File: src/rtl/automute_pkg.sv
package automute_pkg;

  typedef struct packed {
    logic amute_n;   // control-register enable, active low
    logic test_off;  // test-register disable, active high
  } am_ctrl_t;

  function automatic logic am_detect_on(input am_ctrl_t c);
    return (c.amute_n == 1'b0) && (c.test_off == 1'b0);
  endfunction

endpackage

File: src/rtl/am_frame_zero.sv
module am_frame_zero #(
  parameter int unsigned NCH = 6,
  parameter int unsigned W   = 24
) (
  input  logic [NCH*W-1:0] frame,
  output logic             all_zero
);
  logic [NCH-1:0] ch_zero;

  for (genvar g = 0; g < NCH; g++) begin : g_ch
    assign ch_zero[g] = (frame[g*W +: W] == '0);
  end

  assign all_zero = &ch_zero;
endmodule

File: src/rtl/am_enable_gate.sv
module am_enable_gate
  import automute_pkg::*;
(
  input  logic cfg_amute_n,
  input  logic tst_disable,
  output logic detect_on
);
  am_ctrl_t ctrl;

  always_comb begin
    ctrl.amute_n  = cfg_amute_n;
    ctrl.test_off = tst_disable;
    detect_on     = am_detect_on(ctrl);
  end
endmodule

File: src/rtl/am_run_counter.sv
module am_run_counter #(
  parameter int unsigned THRESH = 24000
) (
  input  logic clk,
  input  logic rst_n,
  input  logic enable,
  input  logic step,
  input  logic silent,
  output logic full
);
  localparam int unsigned CW = $clog2(THRESH + 1);
  localparam logic [CW-1:0] LIMIT = CW'(THRESH);

  logic [CW-1:0] cnt_q, cnt_d;
  logic          full_q;

  always_comb begin
    cnt_d = cnt_q;
    if (!enable) begin
      cnt_d = '0;
    end else if (step) begin
      if (!silent)           cnt_d = '0;
      else if (cnt_q < LIMIT) cnt_d = cnt_q + 1'b1;
    end
  end

  always_ff @(posedge clk or negedge rst_n) begin
    if (!rst_n) begin
      cnt_q  <= '0;
      full_q <= 1'b0;
    end else begin
      cnt_q  <= cnt_d;
      full_q <= (cnt_d == LIMIT);
    end
  end

  assign full = full_q;
endmodule

File: src/rtl/automute_detect.sv
module automute_detect #(
  parameter int unsigned NCH    = 6,
  parameter int unsigned W      = 24,
  parameter int unsigned THRESH = 24000
) (
  input  logic             clk,
  input  logic             rst_n,
  input  logic             in_valid,
  output logic             in_ready,
  input  logic [NCH*W-1:0] in_data,
  input  logic             cfg_amute_n,
  input  logic             tst_disable,
  output logic             mute
);
  logic all_zero;
  logic detect_on;
  logic take;

  assign in_ready = 1'b1;
  assign take     = in_valid && in_ready;

  am_frame_zero #(.NCH(NCH), .W(W)) u_zero (
    .frame    (in_data),
    .all_zero (all_zero)
  );

  am_enable_gate u_gate (
    .cfg_amute_n (cfg_amute_n),
    .tst_disable (tst_disable),
    .detect_on   (detect_on)
  );

  am_run_counter #(.THRESH(THRESH)) u_run (
    .clk    (clk),
    .rst_n  (rst_n),
    .enable (detect_on),
    .step   (take),
    .silent (all_zero),
    .full   (mute)
  );
endmodule

File: config.mk
export PLATFORM = sky130hd
export DESIGN_NAME = automute_detect
export DESIGN_NICKNAME = d
export VERILOG_FILES = /design/src/rtl/automute_pkg.sv /design/src/rtl/am_frame_zero.sv /design/src/rtl/am_enable_gate.sv /design/src/rtl/am_run_counter.sv /design/src/rtl/automute_detect.sv
export SDC_FILE = /design/constraint.sdc
export NUM_CORES = 1
export LEC_CHECK = 0
export BUFFER_PORTS_ARGS = -buffer_cell sky130_fd_sc_hd__buf_2
export CAP_MARGIN = 20
export CORE_ASPECT_RATIO = 1.1
export CORE_UTILIZATION = 34
export DETAILED_ROUTE_END_ITERATION = 10
export HOLD_SLACK_MARGIN = 0.02
export PLACE_DENSITY_LB_ADDON = 0.25
export SYNTH_ARGS = -nofsm -noshare
export SYNTH_HDL_FRONTEND = slang
export SYNTH_SLANG_ARGS = --single-unit
File: constraint.sdc
create_clock -name clk -period 2.7 [get_ports clk]
set_input_delay 0.27 -clock clk [delete_from_list [all_inputs] [get_ports clk]]
set_output_delay 0.27 -clock clk [all_outputs]
set_load 0.02 [all_outputs]
==> impl_metrics.env <==
export IMPL_cts_sinks=16
export IMPL_fin_crit_sh_pct=87.0
export IMPL_die_w_um=61.2
export IMPL_htreeDepth=1
export IMPL_cts_buffers=3
export IMPL_routed_wl_um=5550
export IMPL_avgRoutedWirePerCell_um=15.5
export IMPL_num_rows=23
export IMPL_mappedNetlistNets=308
export IMPL_tns_ns=0
export IMPL_power_frac_comb_pct=23.9
export IMPL_slew_violations=0
export IMPL_worstPathRequired_ns=2.86
export IMPL_crit_family="compound AO/OA/AOI/OAI gates"
export IMPL_synthCells=158
export IMPL_via_per_inst=5.38
export IMPL_seqPwrFrac_pct=40.1
export IMPL_grt_max_degree=17
export IMPL_cp_slowest_cell="a2111oi_0"
export IMPL_crit_chain="ha_1, and2_1, nand4b_1, a2111oi_0, o22a_1, o2111ai_1, nor4b_2"
export IMPL_critical_path_class="flip-flop to flip-flop"
export IMPL_clockRootBuffer="clkbuf_8"
export IMPL_seq_area_sq_um=400
export IMPL_grt_total_usage_pct=27.4
export IMPL_grt_antenna_before_repair=1
export IMPL_drtAntennaViolNets=0
export IMPL_area_delta_synth_final_pct=65.5
export IMPL_worstSkewPairLatency_ns=0.25
export IMPL_power_density_mw_per_mm2=277
export IMPL_drive_above_1_share_pct=52.6
export IMPL_dp_hpwl_um=4780
export IMPL_ys_ff_latch=16
export IMPL_place_gp_congestion=0.883
export IMPL_end_kind="flip-flop"
export IMPL_drc=0
export IMPL_netlist_cell_type_count=41
export IMPL_yosysTopAreaCellShare_pct=30.6
export IMPL_syn_area_sq_mm=0.00131
export IMPL_firstDrtPassIters=4
export IMPL_worstPathArrival_ns=2.51
export IMPL_ys_warnings_count=0
export IMPL_io_pins=151
export IMPL_finalSetupViolCount=0
export IMPL_path_max_fanout=7
export IMPL_drt_iter0_drc=52
export IMPL_vdd_drop_max_mv=0.236
export IMPL_dpl_worst_slack_ns=0.450
export IMPL_use_met1_pct=32.6
export IMPL_seq_area_frac_synth_pct=30.6
export IMPL_synthTopCellsByCount="nor4_1 (38), nor2_1 (23), dfrtp_1 (16)"
export IMPL_power_mw=0.601
export IMPL_crit_path_max_incr_delay_ns=0.52
export IMPL_final_net_count=459
export IMPL_setup_ws_ns=0.351
export IMPL_worst_slew_pin_transition_ns=0.748
export IMPL_finClkSkew_ns=0.000890
export IMPL_postSynthAreaPerCell_sq_um=8.28
export IMPL_grt_pass1_vias=1771
export IMPL_synth_ff_type="dfrtp_1"
export IMPL_synth_most_common_cell="nor4_1"
export IMPL_overflow=0
export IMPL_die_h_um=67.1
export IMPL_synth_edf_count=0
export IMPL_crit_buf_inv=0
export IMPL_grt_pass1_wl_um=7960
export IMPL_synth_area_leaders="dfrtp_1 (31%), nor4_1 (18%), nor2_1 (6.6%), xnor2_1 (6.0%), nand4_1 (3.8%)"
export IMPL_cellLeakagePower_nw=1.02
export IMPL_max_cap_violations=0
export IMPL_timing_hold_ws_ns=0.457
export IMPL_cts_tree="yes"
export IMPL_clkPwrFrac_pct=35.9
export IMPL_internal_power_mw=0.457
export IMPL_slew_limit_headroom_pct=49.9
export IMPL_placement_io_buffers=149
export IMPL_core_area_sq_mm=0.00365
export IMPL_finalHoldViolCount=0
export IMPL_p_sw_share_pct=24.0
export IMPL_status="finished clean"
export IMPL_rsz0062_at_grt="no"
export IMPL_clk_path_buf_depth=2
export IMPL_fmax_mhz=426
export IMPL_async_reset_ff_share_pct=100
export IMPL_dieArea_sq_mm=0.00410
export IMPL_fillCellCount=362
export IMPL_grt_use_met3_pct=4.27
export IMPL_initial_core_util_pct=35.8
export IMPL_vias=1932
export IMPL_hp_class="input pin to asynchronous set/reset pin"
export IMPL_clk_pin_slew_ns=0.06
export IMPL_crit_path_start_kind="flip-flop"
export IMPL_use_met2_pct=49.5
export IMPL_yosysTopAreaCell="dfrtp_1"
export IMPL_busiest_layer="met2"
export IMPL_fin_crit_ns=2.35
export IMPL_multiInputGateArea_sq_um=878
export IMPL_p_switching_mw=0.144
==> placed cells by master (no fill, tap or decap), types with 3 or more instances in the layout <==
cell	count
buf_2	149
nor4_1	38
nor2_1	23
dfrtp_1	16
nand3_1	9
xnor2_1	9
nand4_1	8
nor3_1	6
nand2_1	5
and3_1	5
xor2_1	4
clkbuf_8	4
a31oi_1	3
==> logic make-up after synthesis <==
logic type	share of synthesized area (%)
multiplexers	0.765
AO/OA/AOI/OAI	10.8
AND/OR/NAND/NOR	45.6
adder cells (fa/ha/maj)	0.956
flip-flops	30.6
buffers and inverters	2.29
other	0.287
XOR/XNOR	8.70
==> layer usage <==
| metal | wire (um) | share of wire (%) | up-vias |
|---|---|---|---|
| met5 | 0 | 0 | - |
| met4 | 78 | 1.4 | 0 |
| met3 | 517 | 9.3 | 9 |
| met2 | 2660 | 48 | 121 |
| met1 | 2290 | 41 | 871 |
| li1 | - | - | 931 |
==> cell type report <==
type,instances,area share (%)
sequential,16,18.5
inverter,1,0.173
antenna,1,0.116
clock buffer,4,2.54
tap,50,2.89
timing repair buffer,151,35.2
multi-input combinational,136,40.6
==> stage by stage <==
| stage | std cells | instance area (sq um) | util (%) |
|---|---|---|---|
| floorplan | 158 | 1310 | - |
| global placement | 353 | 2100 | 57.4 |
| detailed placement | 353 | 2100 | 57.4 |
| CTS | 358 | 2160 | 59.2 |
| global route | 358 | 2160 | 59.2 |
| finish | 359 | 2170 | 59.3 |
==> final timing paths <==
path	to	slack, ns	from	cells past startpoint
max	u_run.full	0.35	u_run.cnt_q[0]	7
min	u_run.cnt_q[11]	0.46	rst_n	2
max reg2reg	u_run.full	0.35	u_run.cnt_q[0]	7
min reg2reg	u_run.cnt_q[14]	0.59	u_run.cnt_q[14]	2
max in group asynchronous	u_run.full	1.98	rst_n	2
min in group clk	u_run.cnt_q[14]	0.59	u_run.cnt_q[14]	2
==> state kept, by name (all words and copies together) (netlist names) <==
name,count
u_run.cnt_q,15
u_run.full,1
==> power by group through the flow <==
stage	Clock (mW)	Combinational, mW	Sequential, mW
2_1_floorplan	0	0.0237	0.245
3_3_place_gp	0	0.141	0.245
3_5_place_dp	0	0.142	0.246
4_1_cts	0.219	0.144	0.241
5_1_grt	0.233	0.159	0.241
6_report	0.216	0.144	0.241
==> what timing repair did <==
item	4_1_cts	5_1_grt
gates resized for setup	0	0
setup buffers	0	0
hold buffers	1	0
endpoints found under the setup margin	0	0
hold endpoints to repair	16	0
(Power assumes the default switching activity.)
